`src/rtl/hsk_pkg.sv`:
```
package hsk_pkg;
  typedef enum logic [2:0] {
    ST_IDLE,
    ST_RUN,
    ST_HS_REQ,
    ST_HS_WAIT_ACK_LOW,
    ST_DONE
  } hsk_state_e;
endpackage

```
`src/rtl/hsk_rst_sync.sv`:
```
module hsk_rst_sync #(
  parameter int unsigned STAGES = 2
) (
  input  logic clk_i,
  input  logic rst_n_i,
  output logic rst_n_o
);
  logic [STAGES-1:0] sync_q;

  always_ff @(posedge clk_i or negedge rst_n_i) begin
    if (!rst_n_i) sync_q <= '0;
    else          sync_q <= {sync_q[STAGES-2:0], 1'b1};
  end

  assign rst_n_o = sync_q[STAGES-1];
endmodule

```
`src/rtl/hsk_fsm.sv`:
```
module hsk_fsm
  import hsk_pkg::*;
(
  input  logic clk_i,
  input  logic rst_n_i,
  input  logic activate_i,
  input  logic done_i,
  input  logic send_i,
  input  logic ack_i,
  output logic run_o,
  output logic load_o,
  output logic req_o
);
  hsk_state_e state_q, state_d;
  logic       req_q, req_d;

  always_comb begin
    state_d = state_q;
    req_d   = req_q;
    load_o  = 1'b0;
    case (state_q)
      ST_IDLE: if (activate_i) state_d = ST_RUN;
      ST_RUN: begin
        if (done_i) begin
          state_d = ST_DONE;
        end else if (send_i) begin
          state_d = ST_HS_REQ;
          load_o  = 1'b1;
        end
      end
      ST_HS_REQ: begin
        if (!req_q) begin
          req_d = 1'b1;
        end else if (ack_i) begin
          req_d   = 1'b0;
          state_d = ST_HS_WAIT_ACK_LOW;
        end
      end
      ST_HS_WAIT_ACK_LOW: if (!ack_i) state_d = ST_RUN;
      ST_DONE: if (!activate_i) state_d = ST_IDLE;
      default: state_d = ST_IDLE;
    endcase
  end

  always_ff @(posedge clk_i or negedge rst_n_i) begin
    if (!rst_n_i) begin
      state_q <= ST_IDLE;
      req_q   <= 1'b0;
    end else begin
      state_q <= state_d;
      req_q   <= req_d;
    end
  end

  assign run_o = (state_q == ST_RUN);
  assign req_o = req_q;
endmodule

```
`src/rtl/hsk_clk_gate.sv`:
```
module hsk_clk_gate (
  input  logic clk_i,
  input  logic rst_n_i,
  input  logic run_i,
  output logic en_o,
  output logic gclk_o
);
  logic en_q;

  always_ff @(negedge clk_i or negedge rst_n_i) begin
    if (!rst_n_i) en_q <= 1'b0;
    else          en_q <= run_i;
  end

  assign en_o   = en_q;
  assign gclk_o = clk_i & en_q;
endmodule

```
`src/rtl/hsk_data_hold.sv`:
```
module hsk_data_hold #(
  parameter int unsigned DATA_W = 8
) (
  input  logic              clk_i,
  input  logic              rst_n_i,
  input  logic              load_i,
  input  logic [DATA_W-1:0] data_i,
  output logic [DATA_W-1:0] data_o
);
  logic [DATA_W-1:0] data_q;

  always_ff @(posedge clk_i or negedge rst_n_i) begin
    if (!rst_n_i)    data_q <= '0;
    else if (load_i) data_q <= data_i;
  end

  assign data_o = data_q;
endmodule

```
`src/rtl/island_clk_port_ctrl.sv`:
```
module island_clk_port_ctrl #(
  parameter int unsigned DATA_W    = 8,
  parameter int unsigned RST_SYNCS = 2
) (
  input  logic              clk_ext_i,
  input  logic              rst_n_i,
  input  logic              activate_i,
  input  logic              island_done_i,
  input  logic              island_send_i,
  input  logic [DATA_W-1:0] island_data_i,
  input  logic              port_ack_i,
  output logic              port_req_o,
  output logic [DATA_W-1:0] port_data_o,
  output logic              clk_en_o,
  output logic              local_clk_o
);
  logic rst_n_sync;
  logic run;
  logic load;

  hsk_rst_sync #(.STAGES(RST_SYNCS)) u_rst (
    .clk_i   (clk_ext_i),
    .rst_n_i (rst_n_i),
    .rst_n_o (rst_n_sync)
  );

  hsk_fsm u_fsm (
    .clk_i      (clk_ext_i),
    .rst_n_i    (rst_n_sync),
    .activate_i (activate_i),
    .done_i     (island_done_i),
    .send_i     (island_send_i),
    .ack_i      (port_ack_i),
    .run_o      (run),
    .load_o     (load),
    .req_o      (port_req_o)
  );

  hsk_data_hold #(.DATA_W(DATA_W)) u_data (
    .clk_i   (clk_ext_i),
    .rst_n_i (rst_n_sync),
    .load_i  (load),
    .data_i  (island_data_i),
    .data_o  (port_data_o)
  );

  hsk_clk_gate u_gate (
    .clk_i   (clk_ext_i),
    .rst_n_i (rst_n_sync),
    .run_i   (run),
    .en_o    (clk_en_o),
    .gclk_o  (local_clk_o)
  );
endmodule

```
`config.mk`:
```
export PLATFORM = sky130hd
export DESIGN_NAME = island_clk_port_ctrl
export DESIGN_NICKNAME = d
export VERILOG_FILES = /design/src/rtl/hsk_pkg.sv /design/src/rtl/hsk_rst_sync.sv /design/src/rtl/hsk_fsm.sv /design/src/rtl/hsk_clk_gate.sv /design/src/rtl/hsk_data_hold.sv /design/src/rtl/island_clk_port_ctrl.sv
export SDC_FILE = /design/constraint.sdc
export NUM_CORES = 1
export LEC_CHECK = 0
export CAP_MARGIN = 30
export CORE_MARGIN = 3
export CORE_UTILIZATION = 25
export CTS_BUF_LIST = sky130_fd_sc_hd__clkbuf_2
export DETAILED_ROUTE_END_ITERATION = 8
export MAX_ROUTING_LAYER = met4
export SETUP_SLACK_MARGIN = 0.05
export SLEW_MARGIN = 10
export SYNTH_ARGS = -nofsm -noshare
export SYNTH_HDL_FRONTEND = slang
export SYNTH_SLANG_ARGS = --single-unit
```
`constraint.sdc`:
```
create_clock -name clk_ext_i -period 1.08 [get_ports clk_ext_i]
set_input_delay 0.162 -clock clk_ext_i [delete_from_list [all_inputs] [get_ports clk_ext_i]]
set_output_delay 0.162 -clock clk_ext_i [all_outputs]
set_load 0.05 [all_outputs]
```
==> results.tsv, run 1 <==
stage	metric	value	unit
setup_path	R2R depth	1	
finish	diode count	0	
synth	syn nets	57	
synth	share of the synthesized area in the top cell type	58.70	%
synth	Synth Instances	43	
detailed_routing	WL per Instance	12.54	um
sta	final hold violations	0	
clock_network	Worst-Skew Late Latency	360	ps
power_and_ir_drop	peak supply drop	1.642	mV
detailed_routing	first-pass iteration count of the detailed router	1	
setup_path	Worst Setup End Kind	output pin	
power_and_ir_drop	Leak	0.0005093	uW
global_route	initial antenna violation count	0	
synth	mapped cell area	596.8	um^2
place	dpl hpwl	1018	um
die	die area	3010	um^2
finish	fin util	50.92	%
setup_path	Slowest-stage cell, CP	dfrtn_1	
detailed_routing	met2 routed WL	791	um
detailed_routing	Vias/cell	4.306	
detailed_routing	Post-Route WL	1392	um
sta	Setup-failing EPs final	23	
die	Die Wd	54.86	um
finish	fraction of layout cells with a size suffix above 1	55.42	%
die	row cnt	17	
global_route	gr usage total	10.47	%
power_and_ir_drop	power per standard cell area	3497	nW/um^2
place	routability cong.	0.6745	
synth	EDFF count, synth	0	
synth	Avg Inst Size Synth	13.88	um^2
detailed_routing	Highest Signal Layer	met4	
setup_path	CP Max Fanout	2	
detailed_routing	First DRT Iteration DRCs	0	
synth	top cells by count, synth	dfrtp_1 (14), mux2_2 (9), o21ai_0 (3)	
flow_run	Max Cap Viol	0	
detailed_routing	WL met1	492	um
synth	asr flop ratio synth	100.0	%
setup_path	Critical Path Max Stage Delay	430	ps
clock_network	CTS tree	built	
synth	YS warnings	0	
synth	Cell variety after synth	18	
sta	Final Max Tran Viols	0	
clock_network	Clock transition at path regs	140	ps
place	worst slack, placed	-923.5	ps
setup_path	CP Data Required Time	920	ps
synth	most common cell in the netlist	dfrtp_1	
die	Boundary Pins	25	
global_route	GRT overflow	0	
finish	fin nets	98	
sta	RSZ-0062 raised after global routing	true	
synth	register area share after synthesis	62.89	%
finish	area delta synth->final	90.57	%
setup_path	Critical Path AT	1580	ps
status	status	complete, but fails checks	
setup_path	CP startpoint kind	register	
detailed_routing	DRC	0	
die	Vert. Die Dim	54.86	um
setup_path	Crit Path Class	reg2out	
detailed_routing	DRT antenna net count	0	
global_route	largest net degree at the start of global routing	13	
place	IO buf count	24	
worst_hold_path	Hold Crit Class	reg2async	
detailed_routing	vias post-DR	478	
synth	Synth Flop Type	dfrtp_1	
synth	synth top area cells	dfrtp_1 (59%), mux2_2 (17%), dfrtn_1 (4.2%)	
sta	clk_skew	22.69	ps
detailed_routing	met3 wire length	66	um
die	CORE AREA	2233	um^2
sta	Setup WS post-layout	-662.7	ps
synth	register bit total from synthesis	15	
global_route	first-pass GRT wire length	2014	um
die	Initial Util	26.72	%
status	failing checks	setup timing	
setup_path	crit-path cells	and2_4 -> buf_8	
global_route	vias in the first global route	491	
synth	post-synth top area cell	dfrtp_1	
kinds of logic after synthesis:
logic type / share of synthesized area (%)
multiplexers: 16.98
buffers and inverters: 1.258
AND/OR/NAND/NOR: 12.37
AO/OA/AOI/OAI: 5.869
other: 0.6283
flip-flops: 62.89
layout by cell type, fill, tap and decap left out, types with 2 or more instances in the layout:
master	Yosys	routed
buf_12	0	10
buf_4	0	5
buf_6	0	4
clkbuf_2	0	5
clkdlybuf4s50_1	0	13
dfrtp_1	14	12
dfrtp_2	0	2
mux2_2	9	8
o21ai_1	0	2
path summary, 6_finish.rpt:
path	slack, ps	end	from
worst max-delay path	-660	local_clk_o	u_gate.en_o
worst min-delay path	230	u_data.data_o[3]	u_rst.sync_q[1]
max in group asynchronous	450	u_gate.en_o	u_rst.sync_q[1]
worst min register to register	230	u_data.data_o[3]	u_rst.sync_q[1]
worst max register to register	-200	u_gate.en_o	u_fsm.state_q[0]
min in group clk_ext_i	370	u_rst.sync_q[1]	u_rst.sync_q[0]
flip-flops by register name, indices dropped and copies added (netlist names):
| register | cells |
|---|---|
| u_data.data_o | 8 |
| u_fsm.state_q | 3 |
| u_rst.sync_q | 2 |
| u_fsm.req_o | 1 |
| u_gate.en_o | 1 |
stage by stage:
step | total power (uW) | instance area [um^2] | setup TNS, ps | std cells | hold slack [ps]
finish | 3977 | 1137 | -3008 | 111 | 225.2
global route | 4163 | 1137 | -4096 | 111 | 260.2
CTS | 3959 | 1124 | -3488 | 110 | 236.6
detailed placement | 3403 | 1031 | -5179 | 101 | 223.4
global placement | 3343 | 1031 | -4689 | 101 | 213.2
floorplan | 2191 | 610.6 | -1786 | 43 | -133.6
repair_timing:
item | 4_1_cts | 5_1_grt
gates cloned | 0 | 0
hold buffers | 1 | 0
pin swaps | 3 | 0
resized for setup | 19 | 2
endpoints found under the setup margin | 24 | 25
setup buffers | 2 | 1
hold endpoints to repair | 2 | 0
critical path, delay by kind of cell (launching register included):
family                 cells  cell delay, ps
flip-flops                 1             430
buffers and inverters      1             130
AND/OR/NAND/NOR            1             140
where the power goes:
group / total, uW / internal (uW) / switching (uW) / leakage, uW
clock: 485 / 209 / 276 / 0.0000364
sequential: 1060 / 817 / 246 / 0.000179
combinational: 2430 / 1290 / 1140 / 0.000294
metal layers:
metal  vias up  track usage, %
li1        229               -
met2        17           16.14
met5         -               -
met3         5           1.907
met1       227           10.61
met4         0           11.20
cell type report:
cell class | instances | area, um^2
fillers | 204 | 1096
repair buffers | 33 | 422.9
flip-flops and latches | 15 | 377.9
multi-input cells | 26 | 244.0
clock buffers | 6 | 40.04
well taps | 28 | 35.03
inverters | 2 | 12.51
clock inverters | 1 | 5.005
Note: power is estimated with default switching activity, not from simulation.
==> run 2: changes to the inputs <==
Settings changed: CORE_ASPECT_RATIO set to 0.9.
==> run 2 against run 1 <==
The flow still finishes with violations (setup timing). Clock power is 12% higher. Register-to-register slack is essentially flat. First-iteration DRC count stayed put. Via count is 3.1% higher. Design area is 3.3% higher. Power increased by 3.4%. Routed wire length shrank 1.0%. Critical path type unchanged. Largest cell class unchanged.
==> results.tsv, run 2 (synthesis gave the netlist of run 1 again) <==
stage	metric	value	unit
status	status	complete, but fails checks	
status	failing checks	setup timing	
clock_network	CTS tree	built	
finish	fraction of layout cells with a size suffix above 1	60.47	%
die	Die Wd	57.50	um
detailed_routing	Post-Route WL	1378	um
setup_path	worst r2r src	u_fsm.state_q[0]	
die	CORE AREA	2222	um^2
place	worst slack, placed	-922.1	ps
detailed_routing	first-pass iteration count of the detailed router	1	
power_and_ir_drop	combinational power share	60.9	%
setup_path	CP startpoint kind	register	
detailed_routing	vias post-DR	493	
sta	Setup WS post-layout	-668.1	ps
power_and_ir_drop	peak supply drop	2.123	mV
flow_run	Max Cap Viol	0	
setup_path	reg2reg setup slack	-210	ps
clock_network	Clock transition at path regs	140	ps
setup_path	RR Endpoint	u_gate.en_o	
finish	commonest non-fill, non-tap cell in the layout	clkdlybuf4s50_1	
detailed_routing	met2 routed WL	679	um
finish	diode count	0	
power_and_ir_drop	switch share	41.47	%
global_route	initial antenna violation count	0	
sta	hold slack	211.2	ps
detailed_routing	WL met1	540	um
finish	max reg flops	8	
power_and_ir_drop	NetSw	1705	uW
finish	fillcell total	201	
global_route	gr usage total	12.45	%
sta	clk_skew	19.28	ps
sta	final hold violations	0	
finish	most frequent cells in the layout	clkdlybuf4s50_1 (13), dfrtp_1 (12), buf_12 (10)	
setup_path	Critical Path AT	1590	ps
power_and_ir_drop	Leak	0.0005272	uW
global_route	GRT overflow	0	
finish	Finished Cell Area	1175	um^2
detailed_routing	First DRT Iteration DRCs	0	
global_route	largest net degree at the start of global routing	13	
place	routability cong.	0.8388	
detailed_routing	DRC	0	
worst_hold_path	Hold Crit Class	reg2async	
detailed_routing	Vias/cell	4.363	
sta	RSZ-0062 raised after global routing	true	
place	Area after DPL	1037	um^2
sta	Final Max Tran Viols	0	
finish	fin cells	113	
clock_network	Worst-Skew Late Latency	360	ps
detailed_routing	Highest Signal Layer	met4	
finish	register area	377.9	um^2
setup_path	Worst Setup End Kind	output pin	
global_route	vias in the first global route	575	
power_and_ir_drop	sequential share of power	25.8	%
die	Initial Util	26.86	%
finish	area delta synth->final	96.86	%
finish	fin nets	101	
detailed_routing	WL per Instance	12.19	um
detailed_routing	met3 wire length	119	um
place	IO buf count	24	
power_and_ir_drop	Internal	2407	uW
setup_path	R2R depth	1	
sta	setup TNS	-3152	ps
power_and_ir_drop	power per standard cell area	3500	nW/um^2
place	cell total after placement	101	
sta	Setup-failing EPs final	24	
detailed_routing	DRT antenna net count	0	
setup_path	Crit Path Class	reg2out	
place	dpl hpwl	938.5	um
setup_path	CP Data Required Time	920	ps
die	row cnt	16	
finish	Multi-input gate area	261.5	um^2
power_and_ir_drop	clock share of power	13.3	%
die	Boundary Pins	25	
die	Vert. Die Dim	52.35	um
setup_path	CP Max Fanout	2	
die	die area	3010	um^2
global_route	first-pass GRT wire length	2415	um
==> run 2: cell types whose count changed in the layout (fill, tap and decap cells not counted), sizes merged <==
cell	delta
buf	+2
clkinv	-1
clkbuf	+2
==> run 2: cell type report <==
type,instances,share of cell area [%]
Clock buffer,8,4.260
Multi-Input combinational cell,26,22.26
Sequential cell,15,32.16
Timing Repair Buffer,35,37.59
Inverter,2,0.8520
Tap cell,27,2.875
==> run 2: per-layer routing <==
metal / GRT usage, % / vias up
li1: - / 235
met3: 7.635 / 4
met1: 10.47 / 225
met5: - / -
met2: 16.54 / 29
met4: 16.60 / 0
==> run 2: power by group through the flow <==
stage / Combinational, uW / Clock, uW / Sequential, uW
after CTS: 2430 / 571 / 1060
after global placement: 2160 / 134 / 1060
final: 2500 / 545 / 1060
after global routing: 2610 / 628 / 1090
after floorplan: 421 / 101 / 1670
after detailed placement: 2170 / 134 / 1070
==> run 2: timing repair <==
action                                  CTS  global route
hold endpoints to repair                  2             0
hold buffers                              1             0
resized for setup                        20             7
endpoints found under the setup margin   24            25
setup buffers                             3             4
pin swaps                                 5             6
==> run 2: worst max-delay path by stage <==
stage	startpoint	endpoint	slack (ps)	cells past startpoint
3_3_place_gp	u_gate.en_o	local_clk_o	-910	2
3_5_place_dp	u_gate.en_o	local_clk_o	-920	2
2_1_floorplan	u_gate.en_o	local_clk_o	-610	1
6_report	u_gate.en_o	local_clk_o	-670	2
5_1_grt	u_gate.en_o	local_clk_o	-760	2
4_1_cts	u_gate.en_o	local_clk_o	-680	2
==> run 2: worst max-delay path: stages, from the launching register on <==
cell and delay [ps]:
dfrtn_1 420, and2_4 150, buf_8 140
==> run 2: metrics by stage <==
stage,power [uW],utilization (%)
final,4112,52.87
after global routing,4333,52.87
after CTS,4063,51.80
after detailed placement,3379,46.68
after global placement,3350,46.68
after floorplan,2191,-
